[src/rtl/acc_pkg.sv]
package acc_pkg;
    localparam int NUM_OPS = 11;
    localparam int OP_W    = 4;

    typedef enum logic [OP_W-1:0] {
        OP_AND     = 4'd0,
        OP_ADD     = 4'd1,
        OP_LOAD    = 4'd2,
        OP_INPUT   = 4'd3,
        OP_COMPL   = 4'd4,
        OP_CIRC_R  = 4'd5,
        OP_CIRC_L  = 4'd6,
        OP_INCR    = 4'd7,
        OP_CLEAR   = 4'd8,
        OP_CLR_E   = 4'd9,
        OP_TOG_E   = 4'd10,
        OP_IDLE    = 4'd15
    } acc_op_e;
endpackage

[src/rtl/acc_op_priority.sv]
module acc_op_priority
    import acc_pkg::*;
(
    input  logic [NUM_OPS-1:0] strobe,
    output acc_op_e            op_sel
);
    always_comb begin
        op_sel = OP_IDLE;
        for (int k = NUM_OPS - 1; k >= 0; k--) begin
            if (strobe[k]) begin
                op_sel = acc_op_e'(k[OP_W-1:0]);
            end
        end
    end
endmodule

[src/rtl/acc_datapath.sv]
module acc_datapath
    import acc_pkg::*;
#(
    parameter int DATA_W = 16,
    parameter int IN_W   = 8
) (
    input  acc_op_e           op_sel,
    input  logic [DATA_W-1:0] ac_cur,
    input  logic              e_cur,
    input  logic [DATA_W-1:0] dr_val,
    input  logic [IN_W-1:0]   inpr_val,
    output logic [DATA_W-1:0] ac_nxt,
    output logic              e_nxt
);
    localparam int SUM_W = DATA_W + 1;

    logic [SUM_W-1:0] sum_full;
    logic [DATA_W-1:0] incr_val;

    assign sum_full = {1'b0, ac_cur} + {1'b0, dr_val};
    assign incr_val = ac_cur + {{(DATA_W-1){1'b0}}, 1'b1};

    always_comb begin
        ac_nxt = ac_cur;
        e_nxt  = e_cur;
        unique case (op_sel)
            OP_AND:    ac_nxt = ac_cur & dr_val;
            OP_ADD: begin
                ac_nxt = sum_full[DATA_W-1:0];
                e_nxt  = sum_full[DATA_W];
            end
            OP_LOAD:   ac_nxt = dr_val;
            OP_INPUT:  ac_nxt = {ac_cur[DATA_W-1:IN_W], inpr_val};
            OP_COMPL:  ac_nxt = ~ac_cur;
            OP_CIRC_R: begin
                ac_nxt = {e_cur, ac_cur[DATA_W-1:1]};
                e_nxt  = ac_cur[0];
            end
            OP_CIRC_L: begin
                ac_nxt = {ac_cur[DATA_W-2:0], e_cur};
                e_nxt  = ac_cur[DATA_W-1];
            end
            OP_INCR:   ac_nxt = incr_val;
            OP_CLEAR:  ac_nxt = '0;
            OP_CLR_E:  e_nxt  = 1'b0;
            OP_TOG_E:  e_nxt  = ~e_cur;
            default: begin
                ac_nxt = ac_cur;
                e_nxt  = e_cur;
            end
        endcase
    end
endmodule

[src/rtl/acc_carry_unit.sv]
module acc_carry_unit
    import acc_pkg::*;
#(
    parameter int DATA_W = 16,
    parameter int IN_W   = 8
) (
    input  logic                clk,
    input  logic                rst_n,
    input  logic [NUM_OPS-1:0]  op_strobe,
    input  logic [DATA_W-1:0]   dr_in,
    input  logic [IN_W-1:0]     inpr_in,
    output logic [DATA_W-1:0]   ac_out,
    output logic                e_out,
    output logic                ac_pos,
    output logic                ac_neg,
    output logic                ac_zero,
    output logic                e_zero
);
    acc_op_e           op_sel;
    logic [DATA_W-1:0] ac_q, ac_d;
    logic              e_q, e_d;

    acc_op_priority u_prio (
        .strobe (op_strobe),
        .op_sel (op_sel)
    );

    acc_datapath #(.DATA_W(DATA_W), .IN_W(IN_W)) u_dp (
        .op_sel   (op_sel),
        .ac_cur   (ac_q),
        .e_cur    (e_q),
        .dr_val   (dr_in),
        .inpr_val (inpr_in),
        .ac_nxt   (ac_d),
        .e_nxt    (e_d)
    );

    always_ff @(posedge clk or negedge rst_n) begin
        if (!rst_n) begin
            ac_q <= '0;
            e_q  <= 1'b0;
        end else begin
            ac_q <= ac_d;
            e_q  <= e_d;
        end
    end

    always_comb begin
        ac_out  = ac_q;
        e_out   = e_q;
        ac_pos  = ~ac_q[DATA_W-1];
        ac_neg  = ac_q[DATA_W-1];
        ac_zero = (ac_q == '0);
        e_zero  = ~e_q;
    end

    assert_add_carry_R1: assert property (@(posedge clk) disable iff (!rst_n)
        (op_strobe == NUM_OPS'(2)) |=>
            ({e_out, ac_out} == ({1'b0, $past(ac_out)} + {1'b0, $past(dr_in)})));

    assert_input_low_byte_R3: assert property (@(posedge clk) disable iff (!rst_n)
        (op_strobe == NUM_OPS'(8)) |=>
            (ac_out[DATA_W-1:IN_W] == $past(ac_out[DATA_W-1:IN_W]) &&
             ac_out[IN_W-1:0] == $past(inpr_in)));

    assert_circ_right_R4: assert property (@(posedge clk) disable iff (!rst_n)
        (op_strobe == NUM_OPS'(32)) |=>
            (e_out == $past(ac_out[0]) && ac_out[DATA_W-1] == $past(e_out)));

    assert_circ_left_R5: assert property (@(posedge clk) disable iff (!rst_n)
        (op_strobe == NUM_OPS'(64)) |=>
            (e_out == $past(ac_out[DATA_W-1]) && ac_out[0] == $past(e_out)));

    assert_hold_idle_R9: assert property (@(posedge clk) disable iff (!rst_n)
        (op_strobe == '0) |=> ($stable(ac_out) && $stable(e_out)));

    assert_incr_keeps_e_R12: assert property (@(posedge clk) disable iff (!rst_n)
        (op_strobe == NUM_OPS'(128)) |=> $stable(e_out));

    assert_priority_R10: assert property (@(posedge clk) disable iff (!rst_n)
        (op_strobe[0] && $countones(op_strobe) > 1) |=>
            (ac_out == ($past(ac_out) & $past(dr_in)) && $stable(e_out)));
endmodule

[config.mk]
export PLATFORM = sky130hd
export DESIGN_NAME = acc_carry_unit
export DESIGN_NICKNAME = d
export VERILOG_FILES = /design/src/rtl/acc_pkg.sv /design/src/rtl/acc_op_priority.sv /design/src/rtl/acc_datapath.sv /design/src/rtl/acc_carry_unit.sv
export SDC_FILE = /design/constraint.sdc
export NUM_CORES = 1
export LEC_CHECK = 0
export ABC_AREA = 1
export BUFFER_PORTS_ARGS = -buffer_cell sky130_fd_sc_hd__buf_2
export CAP_MARGIN = 10
export CORE_ASPECT_RATIO = 1.2
export CORE_MARGIN = 4
export CORE_UTILIZATION = 58
export DETAILED_ROUTE_END_ITERATION = 16
export GPL_TIMING_DRIVEN = 0
export PLACE_DENSITY = 0.81
export SLEW_MARGIN = 25
export SYNTH_ARGS = -nofsm -noshare
export SYNTH_HDL_FRONTEND = slang
export SYNTH_SLANG_ARGS = --single-unit
[constraint.sdc]
create_clock -name clk -period 2.9 [get_ports clk]
set_input_delay 0.29 -clock clk [delete_from_list [all_inputs] [get_ports clk]]
set_output_delay 0.29 -clock clk [all_outputs]
set_load 0.02 [all_outputs]
======== Yosys cells after proc, flatten, opt, wreduce, memory -nomap -nowiden ========
Cells that the tools add are included.
storage, ports and cells
  memories ................................ 0
  output and inout port bits .............. 21
  bits in registers ....................... 17
  latch bits .............................. 0
  bits in read-only memories .............. 0
  bits of input ports ..................... 37
  RAM bits ................................ 0
operators by class
  magnitude comparators ................... 0
  reductions and logical operators ........ 6
  add/sub/neg operators ................... 2
  div/mod/pow operators ................... 0
  equality and inequality tests ........... 10
  bitwise operators ....................... 5
  shifts and indexed selects .............. 0
  mux-type cells .......................... 13
  $mul .................................... 0
operators by type and width
  kind                                            count
  case mux 16 bit (9 select lines)                1
  two-way mux 4 bit                               8
  adder 16 x 16 -> 17 bit                         1
  adder 16 x 1 -> 16 bit (second input constant)  1
  AND 16 bit                                      1
  == test 4 x 3 -> 1 bit (second input constant)  4
  zero test 16 bit                                1
  NOT 16 bit                                      1
  == test 4 bit (second input constant)           3
  two-way mux 3 bit                               3
  nonzero test 9 bit                              1
  == test 4 x 2 -> 1 bit (second input constant)  2
  nonzero test 8 bit                              1
  case mux 1 bit (5 select lines)                 1
  nonzero test 5 bit                              1
  == test 4 x 1 -> 1 bit (second input constant)  1
  zero test 4 bit                                 1
  NOT 1 bit                                       3
  AND reduction 2 bit                             1

======== Logic depth before layout (Yosys ltp) ========
Gate-level depths: netlist of run 1.
  word-level depth ........................ 14
  depth in mapped cells ................... 20

======== Hierarchy ========
Synthesis of run 1 repeated with hierarchy kept, for this count alone.
second synthesis, totals
  cell total of the unflattened synthesis .. 557
  area total of the unflattened synthesis .. 2997.9 µm²
modules (own cells, without submodules)
  module           times used  sequential area each (µm²)  cells each  area each (µm²)
  acc_datapath     1           0.0                         480         2319.7
  acc_carry_unit   1           425.4                       47          551.8
  acc_op_priority  1           0.0                         30          126.4

======== Worst setup path after synthesis of run 1 ========
No wires, ideal clock.
  path kind ............................... register to register
  from .................................... register ac_q[0], in the netlist ac_out[0]
  to ...................................... register ac_q[12], in the netlist ac_out[12]
  cell stages (with the launch flop) ...... 19
  period minus slack after synthesis ...... 2.251 ns
  data arrival time ....................... 2.134 ns
  library setup time ...................... 0.117 ns
  required time ........................... 2.783 ns
  buffers on the path ..................... 0
  path slack .............................. 0.649 ns
  path through ............................ dfrtp_1 > ha_1 > fa_1 > nand3_1 > nand3_1 > nand2_1 > nand2_1 > nand2_1 > nand2_1 > nor2_1 > nor2_1 > nand2_1 > nand2_1 > inv_1 > nand3_1 > nor2_1 > nand2_1 > nand2_1 > nand2_1
between the ends
  word-level cells in the longest chain between the ends .. 2
  elaborated cells between the ends (all ways) .. 3
ends and longest elaborated chain
  element                                                                   line                                    source
  from (decl)                                                               acc_carry_unit.sv:20                    logic [DATA_W-1:0] ac_q, ac_d;
  from (signal assigned)                                                    acc_carry_unit.sv:40                    ac_q <= '0;
  from (signal assigned)                                                    acc_carry_unit.sv:43                    ac_q <= ac_d;
  adder 16 x 1 -> 16 bit / adder 16 x 16 -> 17 bit (equally long branches)  acc_datapath.sv:21, acc_datapath.sv:20
  case mux 16 bit (9 select lines) (*)                                      acc_datapath.sv:26                      unique case (op_sel)
Every way passes the cells marked *; elsewhere a longest branch is shown, timed or not.
A chain may end at the register's enable or synchronous reset.

======== Worst setup path after layout of run 1 ========
Same ends and word-level chain as after synthesis.

==> results of run 1 <==
-- where the power goes --
part	internal, mW	switching (mW)
sequential	0.293	0.127
clock	0.0984	0.107
combinational	0.392	0.753
total	0.783	0.986
-- layout make-up --
cell class	instances	share of cell area
plain buffers	16	0.03076
clock buffers	4	0.01230
inverters	68	0.07040
multi-input cells	452	0.6685
flip-flops and latches	17	0.1162
well taps	62	0.02119
repair buffers	58	0.08066
-- cell families (layout without fill, tap and decap cells) --
logic type | after synthesis | count (layout)
AOI/OAI and AO/OA | 63 | 63
and+or+nand+nor | 356 | 356
adders and majority gates | 19 | 19
buffers and inverters | 84 | 146
xor gates and xnor gates | 14 | 14
DFF | 17 | 17
-- critical path, delay by kind of cell (launching register included) --
family        cells  cell delay (ns)
fa+ha+maj         2             0.76
buf+inv           1             0.04
simple gates     15             1.25
flops             1             0.48
-- flip-flops by register name, indices dropped and copies added (netlist names) --
name    flops
ac_out     16
e_out       1
-- how the worst min path moves through the flow --
stage,cells after the start,endpoint,from
2_1_floorplan,0,ac_out[0]$_DFFE_PN0P_,rst_n
3_3_place_gp,1,ac_out[2]$_DFFE_PN0P_,rst_n
3_5_place_dp,1,ac_out[0]$_DFFE_PN0P_,rst_n
4_1_cts,4,ac_out[0]$_DFFE_PN0P_,op_strobe[0]
5_1_grt,4,ac_out[2]$_DFFE_PN0P_,op_strobe[0]
6_report,7,ac_out[0]$_DFFE_PN0P_,inpr_in[0]
-- Yosys cell counts (6+ instances only) --
cell / number
nand4_1: 37
nor3_1: 6
dfrtp_1: 17
nand2_4: 6
ha_1: 18
xor2_1: 11
nor2_1: 61
o21ai_1: 13
nand2_1: 160
a21oi_1: 19
nand3_1: 59
o21ai_0: 11
inv_1: 62
-- metal layers --
| layer | vias to the layer above | routed length, um | GRT usage |
|---|---|---|---|
| met4 | 0 | 303 | 0.1420 |
| met3 | 41 | 1072 | 0.05100 |
| met2 | 240 | 5222 | 0.5403 |
| li1 | 1975 | - | - |
| met5 | - | 0 | 0 |
| met1 | 1844 | 4670 | 0.4164 |
-- stage by stage --
step,hold WS (ns),cell area [um2],utilization,setup WS [ns],power [mW]
6_report,0.4502,3661,0.6817,0.2644,1.769
5_1_grt,0.4753,3661,0.6817,0.08086,1.913
4_1_cts,0.4448,3661,0.6817,0.3380,1.735
3_5_place_dp,0.2606,3606,0.6715,0.3493,1.530
3_3_place_gp,0.2615,3606,0.6715,0.3888,1.514
2_1_floorplan,-0.005591,3243,-,0.6487,1.198
-- timing repair --
action | CTS | global route
hold buffers | 1 | 0
setup endpoints to repair | 0 | 0
hold endpoints to repair | 17 | 0
==> impl_metrics.ini, run 1 <==
[worst_setup_path]
cp_cell_sequence = ha_1, fa_1, nand3_1, nand3_1, nand2_1, nand2_1, nand2_1, nand2_1, nor2_1, nor2_1, nand2_1, nand2_1, inv_1, nand3_1, nor2_1, nand2_1, nand2_1, nand2_1
critPathLaunchType = register
rr_worst_depth = 18
rr_endpoint = ac_out[12]$_DFFE_PN0P_
crit_type = reg2reg
cp_max_fo = 7
crit_arrival_ns = 2.80
timing.critical_path.from = ac_out[0]$_DFFE_PN0P_
cp_slowest_stage_delay_ns = 0.48
cp_slowest_cell = dfrtp_1
endpoint = ac_out[12]$_DFFE_PN0P_
r2r-start = ac_out[0]$_DFFE_PN0P_
cp_common_cell = nand2_1
end_kind = register
crit_required_ns = 3.07
rrSetupSlack_ns = 0.26

[flow_run]
drv_cap = 0

[clock_network]
cts_setup_buffers = 0
root_buffer = clkbuf_8
post_cts_resized = 0
htreeDepth = 1
clk_pin_slew_ns = 0.08
clock_path_buffers = 2
clk_latency_ns = 0.27
cts_tree = yes
cts_inserted_buffers = 3
clock-sinks = 17

[placed_design]
dp_hpwl_um = 8701
place.gp.congestion = 1.004
io_buffers = 57
placed_cells_incl_taps = 672

[finish]
layout_commonest_cell = nand2_1
layout.cells.non_filler = 677
fill_cells = 518
layout-drive-gt1-share = 0.1740
multiInputGateArea_mm2 = 0.002447
regArea_um2 = 425.4
nets = 672
n_antenna_cell = 0
mostFrequentLayoutCells = nand2_1 (160), inv_1 (62), nor2_1 (61)
syn_to_final_growth_pct = 12.89

[synthesis]
synth_edf_count = 0
syn_avg_cell_area_um2 = 5.865
ys.warnings.count = 0
synth_nets = 609
synth_seq_cells = 17
synthMuxAreaShare = 0
synth_ff_type = dfrtp_1
synth_seq_area_share = 0.1312
syn-instance-count = 553
syn_area_mm2 = 0.003243
synth_top_family_by_area = simple AND/OR/NAND/NOR gates
synth_compound_area_frac = 0.1161
synth-simple-area-share = 0.5251
synthArstFlopShare = 1.000
synth_adder_area_share = 0.07562
synthXorXnorAreaFrac = 0.03781
synth.top_cell.area_share = 0.1852
ys_types = 45
synth_top_area_cell = nand2_1
synth_area_leaders = nand2_1 (19%), dfrtp_1 (13%), nand3_1 (9.1%), inv_1 (7.2%), nand4_1 (7.1%)

[global_routing]
globalRouteTotalUtil = 0.3260
grt_pass1_wl_um = 18330
grt_pass1_vias = 3860
grt_overflow = 0
antenna_found_initial = 0
grt_max_degree = 18

[routing]
detail_route.iter0.violations = 430
wl_um = 11270
drc = 0
vias = 4100
postRouteAntennaNets = 0
wl_per_cell_um = 16.65
routed_via_density = 6.056
first_pass_iters = 5

[timing]
fin_crit_sh = 0.9088
slew_viol_final = 0
setup_viol_count_final = 0
setup_tns_ns = 0
max_slew_margin = 0.5847
hold_viol_final = 0
fmax_mhz = 379.4
worst_pin_slew_ns = 0.6230
fin_worst_skew_ns = 0.004649
rsz0062_at_grt = false
final.min_clock_period_ns = 2.636

[min_path]
worstHoldPathType = in2reg

[pwr]
power_leakage_nw = 1.937
irDropWorstVdd_mv = 0.3563
pwr_density_cell_mw_per_mm2 = 483.3

[floorplanning]
ios = 58
die_area_mm2 = 0.006857
core_area_mm2 = 0.005370
num_rows = 29
start_util = 0.6039
die_h_um = 89.92
die_x_um = 76.26

[run_status]
status = finished clean
(Power assumes the default switching activity.)
==> run 2, diff against run 1 <==
Settings changed: ABC_AREA 1 to unset, CORE_UTILIZATION 58 to 45, PLACE_DENSITY 0.81 to 0.66.
==> run 2 against run 1 <==
Net effect: final cell count fell by 16%; utilization fell by 14 points; die area rose by 21%; routed wire length rose by 1.4%; largest cell class unchanged; largest power group unchanged.
==> impl_metrics.ini, run 2 <==
[synthesis]
synth_seq_cells = 17
syn_area_mm2 = 0.003099
ys.warnings.count = 0
synth_area_leaders = dfrtp_1 (14%), ha_1 (7.3%), nor2_1 (5.1%), a21oi_1 (4.2%), nand2_1 (3.5%)
synth.top_cell.area_share = 0.1373
synth_edf_count = 0
synth_top_area_cell = dfrtp_1
synth_ff_type = dfrtp_1
ys_types = 76
synth.most_common_cell = nor2_1
syn-instance-count = 424
syn_avg_cell_area_um2 = 7.309
synthArstFlopShare = 1.000
synth_nets = 480
synth_seq_area_share = 0.1373
synthTopCellsByCount = nor2_1 (42), nand2_1 (29), a21oi_1 (26), nand3_1 (21), o21ai_0 (19)

[placed_design]
dp_hpwl_um = 8558
place.gp.congestion = 0.9553
pre_cts_slack_ns = 0.1273
io_buffers = 55

[routing]
drc = 0
first_pass_iters = 5
postRouteAntennaNets = 0
routed_via_density = 6.661
detail_route.iter0.violations = 372
wl_per_cell_um = 20.09
vias = 3790
wl_um = 11430

[finish]
largest_reg_flops = 16
nets = 541
syn_to_final_growth_pct = 14.57
n_antenna_cell = 0
layout-drive-gt1-share = 0.2169
regArea_um2 = 425.4
multiInputGateArea_mm2 = 0.002459
fill_cells = 698
post-route-util = 0.5408
layout_commonest_cell = buf_2
mostFrequentLayoutCells = buf_2 (68), nor2_1 (42), nand2_1 (29)

[timing]
worst_slack_ns = 0.1662
worst_pin_slew_ns = 0.8406
max_slew_margin = 0.4366
hold_viol_final = 0
fmax_mhz = 365.8
whs_ns = 0.4158
fin_crit_sh = 0.9427
slew_viol_final = 0
final.min_clock_period_ns = 2.734
rsz0062_at_grt = false
setup_viol_count_final = 0
fin_worst_skew_ns = 0.004914
setup_tns_ns = 0

[clock_network]
root_buffer = clkbuf_8
cts_inserted_buffers = 3
clock-sinks = 17
cts_tree = yes
clk_latency_ns = 0.27
clock_path_buffers = 2
cts_setup_buffers = 0
htreeDepth = 1
clk_pin_slew_ns = 0.09

[min_path]
whs_path_depth = 3
hold_path_end = ac_out[10]$_DFFE_PN0P_
worstHoldPathType = in2reg
hp-start = dr_in[10]

[floorplanning]
die_x_um = 83.76
core_area_mm2 = 0.006566
ios = 58
num_rows = 32
die_h_um = 98.91
start_util = 0.4720
die_area_mm2 = 0.008285

[global_routing]
antenna_found_initial = 0
grt_max_degree = 18
grt_pass1_vias = 3601
grt_overflow = 0
globalRouteTotalUtil = 0.2714
grt_pass1_wl_um = 18350

[worst_setup_path]
rrSetupSlack_ns = 0.17
rr_worst_depth = 9
critPathLaunchType = register
cp_max_fo = 9
end_kind = register
crit_required_ns = 3.05
crit_arrival_ns = 2.89
rr_endpoint = e_out$_DFFE_PN0P_
crit_type = reg2reg
r2r-start = ac_out[0]$_DFFE_PN0P_

[pwr]
power_mw = 1.660
pwr_density_cell_mw_per_mm2 = 467.4
power_leakage_nw = 1.497
irDropWorstVdd_mv = 0.2704

[flow_run]
drv_cap = 0

[run_status]
status = finished clean
[run 2: metrics by stage]
| stage | std cells | area (um2) |
|---|---|---|
| detailed placement | 564 | 3491 |
| CTS | 569 | 3546 |
| finish | 569 | 3551 |
| global placement | 564 | 3481 |
| global route | 569 | 3551 |
| floorplan | 424 | 3099 |
[run 2: final cells by class]
| type | count | share of cell area |
|---|---|---|
| Inverter | 15 | 0.01586 |
| Tap cell | 85 | 0.02995 |
| Clock buffer | 4 | 0.01268 |
| Timing Repair Buffer | 56 | 0.08034 |
| Multi-Input combinational cell | 361 | 0.6924 |
| Buffer | 31 | 0.04898 |
| Sequential cell | 17 | 0.1198 |
[run 2: logic make-up after synthesis]
kind of cell | count (synthesis) | synth area share
compound gates | 160 | 0.3722
xor+xnor | 7 | 0.01978
fa+ha+maj | 19 | 0.07913
buf+inv | 46 | 0.07428
flops | 17 | 0.1373
mux | 8 | 0.02665
simple gates | 167 | 0.2907
[run 2: repair_timing]
item	4_1_cts	5_1_grt
gates resized for setup	0	1
hold buffers	1	0
endpoints found under the setup margin	0	2
hold endpoints to repair	17	0
[run 2: how the worst max path moves through the flow]
stage	startpoint	endpoint	cells past startpoint
after floorplan	ac_out[0]$_DFFE_PN0P_	e_out$_DFFE_PN0P_	9
after global routing	ac_out[0]$_DFFE_PN0P_	e_out$_DFFE_PN0P_	9
final	ac_out[0]$_DFFE_PN0P_	e_out$_DFFE_PN0P_	9
after CTS	ac_out[0]$_DFFE_PN0P_	e_out$_DFFE_PN0P_	9
after global placement	ac_out[0]$_DFFE_PN0P_	e_out$_DFFE_PN0P_	9
after detailed placement	ac_out[0]$_DFFE_PN0P_	e_out$_DFFE_PN0P_	9
[run 2: metal layers]
metal | wire, um | global-route usage | vias to the layer above
met5 | 0 | 0 | -
met1 | 4631 | 0.3499 | 1780
met2 | 5297 | 0.4409 | 199
met3 | 1130 | 0.06605 | 36
met4 | 371 | 0.09653 | 0
li1 | - | - | 1775
[run 2: critical path, cell delays in order, from the launching register on]
cell and delay [ns]:
dfrtp_1 0.50, ha_1 0.30, fa_1 0.47, a211oi_2 0.23, o21bai_1 0.17, a31o_2 0.33
nor3_1 0.17, o21ai_1 0.10, a211oi_1 0.27, o21ai_1 0.08
[run 2: where the power goes]
part	internal, mW	leakage (nW)	switching [mW]
Clock	0.0982	0.0228	0.108
Sequential	0.287	0.210	0.0680
Combinational	0.417	1.26	0.682
==> run 3, diff against run 2 <==
Settings changed: RECOVER_POWER set to 25.
==> run 3 against run 2 <==
Net effect: worst hold slack hardly changed; count of clock-buffer cells in the layout did not move; sequential share of layout area about the same; critical path type unchanged; critical endpoint unchanged; non-clock buffer count did not move.
==> impl_metrics.ini, run 3 (synthesis gave the netlist of run 2 again) <==
[routing]
first_pass_iters = 6
postRouteAntennaNets = 0
drc = 0
wl_per_cell_um = 20.07
wl_um = 11420
detail_route.iter0.violations = 372
vias = 3801
routed_via_density = 6.680

[worst_setup_path]
cp_cell_sequence = ha_1, fa_1, a211oi_2, o21bai_1, a31o_2, nor3_1, o21ai_1, a211oi_1, o21ai_1
cp_max_fo = 9
cp_slowest_cell = dfrtp_1
crit_type = reg2reg
cp_common_cell = o21ai_1
cp_slowest_stage_delay_ns = 0.50
end_kind = register
crit_arrival_ns = 2.88
crit_required_ns = 3.05
critPathLaunchType = register

[timing]
hold_viol_final = 0
setup_viol_count_final = 0
worst_pin_slew_ns = 1.224
fin_crit_sh = 0.9424
max_slew_margin = 0.1839
fin_worst_skew_ns = 0.003832
fmax_mhz = 365.9
setup_tns_ns = 0
final.min_clock_period_ns = 2.733
slew_viol_final = 0
rsz0062_at_grt = false

[clock_network]
clock_path_buffers = 2
cts_tree = yes
clock-sinks = 17
htreeDepth = 1
cts_inserted_buffers = 3
root_buffer = clkbuf_8
clk_latency_ns = 0.27
clk_pin_slew_ns = 0.09
cts_setup_buffers = 0

[flow_run]
drv_cap = 0

[pwr]
pwr_density_cell_mw_per_mm2 = 467.3
internal_power_mw = 0.8018
power_leakage_nw = 1.494
switching_power_mw = 0.8568
comb_power_share = 0.663
clkPwrFrac = 0.124
power_mw = 1.659
irDropWorstVdd_mv = 0.2704
sw_frac_of_total = 0.5166
seqPwrFrac = 0.214

[floorplanning]
num_rows = 32
ios = 58
die_h_um = 98.91
start_util = 0.4720
die_x_um = 83.76
core_area_mm2 = 0.006566
die_area_mm2 = 0.008285

[finish]
largest_reg_flops = 16
mostFrequentLayoutCells = buf_2 (67), nor2_1 (42), nand2_1 (29)
n_antenna_cell = 0
nets = 541
layout_commonest_cell = buf_2
layout-drive-gt1-share = 0.2149
syn_to_final_growth_pct = 14.53

[min_path]
worstHoldPathType = in2reg

[global_routing]
antenna_found_initial = 0
grt_overflow = 0
grt_max_degree = 18
grt_pass1_vias = 3601
globalRouteTotalUtil = 0.2714
grt_pass1_wl_um = 18350

[placed_design]
dp_hpwl_um = 8558
place.gp.congestion = 0.9553
io_buffers = 55

[run_status]
status = finished clean
[run 3: cell count changes in the layout (fill, tap and decap cells not counted)]
cell / delta
clkbuf_1: +1
buf_2: -1
[run 3: power by group through the flow]
stage          combinational, mW  sequential (mW)  clock, mW
6_report                    1.10            0.355      0.205
3_5_place_dp                1.07            0.358          0
4_1_cts                     1.08            0.353      0.205
3_3_place_gp                1.07            0.356          0
5_1_grt                     1.20            0.365      0.214
2_1_floorplan              0.720            0.405          0
[run 3: per-layer routing]
layer,vias to the layer above,share of wire,global-route usage
li1,1777,-,-
met1,1785,0.40,0.3499
met2,203,0.46,0.4409
met3,36,0.10,0.06605
met4,0,0.033,0.09653
met5,-,0,0
[run 3: layout make-up]
type / instances / area (um2)
buffer: 31 / 173.9
clock buffer: 4 / 45.04
fill: 696 / 3017
inverter: 15 / 56.30
multi-input combinational: 361 / 2459
sequential: 17 / 425.4
tap: 85 / 106.4
timing repair buffer: 56 / 284.0
[run 3: final timing paths]
path / slack [ns] / end / start / cells past startpoint
setup / recovery: 0.17 / e_out$_DFFE_PN0P_ / ac_out[0]$_DFFE_PN0P_ / 9
hold / removal: 0.42 / ac_out[10]$_DFFE_PN0P_ / dr_in[10] / 3
setup reg to reg: 0.17 / e_out$_DFFE_PN0P_ / ac_out[0]$_DFFE_PN0P_ / 9
hold reg to reg: 0.72 / e_out$_DFFE_PN0P_ / e_out$_DFFE_PN0P_ / 2
max in group asynchronous: 1.37 / ac_out[11]$_DFFE_PN0P_ / rst_n / 2
min in group asynchronous: 0.80 / ac_out[2]$_DFFE_PN0P_ / rst_n / 2
[run 3: critical path: cells and delay by family, from the launching register on]
family,cells,cell delay (ns)
adder cells (fa/ha/maj),2,0.77
AND/OR/NAND/NOR,1,0.17
AO/OA/AOI/OAI,6,1.18
flip-flops,1,0.50
[run 3: timing repair]
item	in CTS	in global routing
hold buffers	1	0
hold endpoints to repair	17	0
resized for setup	0	1
setup endpoints to repair	0	2
[run 3: through the flow]
step                      setup slack [ns]  utilization  area (um2)  hold WS (ns)  instances
final                               0.1670       0.5406        3550        0.4160        569
after global routing               0.01379       0.5406        3550        0.4425        569
after CTS                           0.1081       0.5400        3546        0.4162        569
after detailed placement            0.1273       0.5316        3491        0.2855        564
after global placement              0.1293       0.5301        3481        0.2745        564
after floorplan                     0.4415            -        3099     -0.005591        424
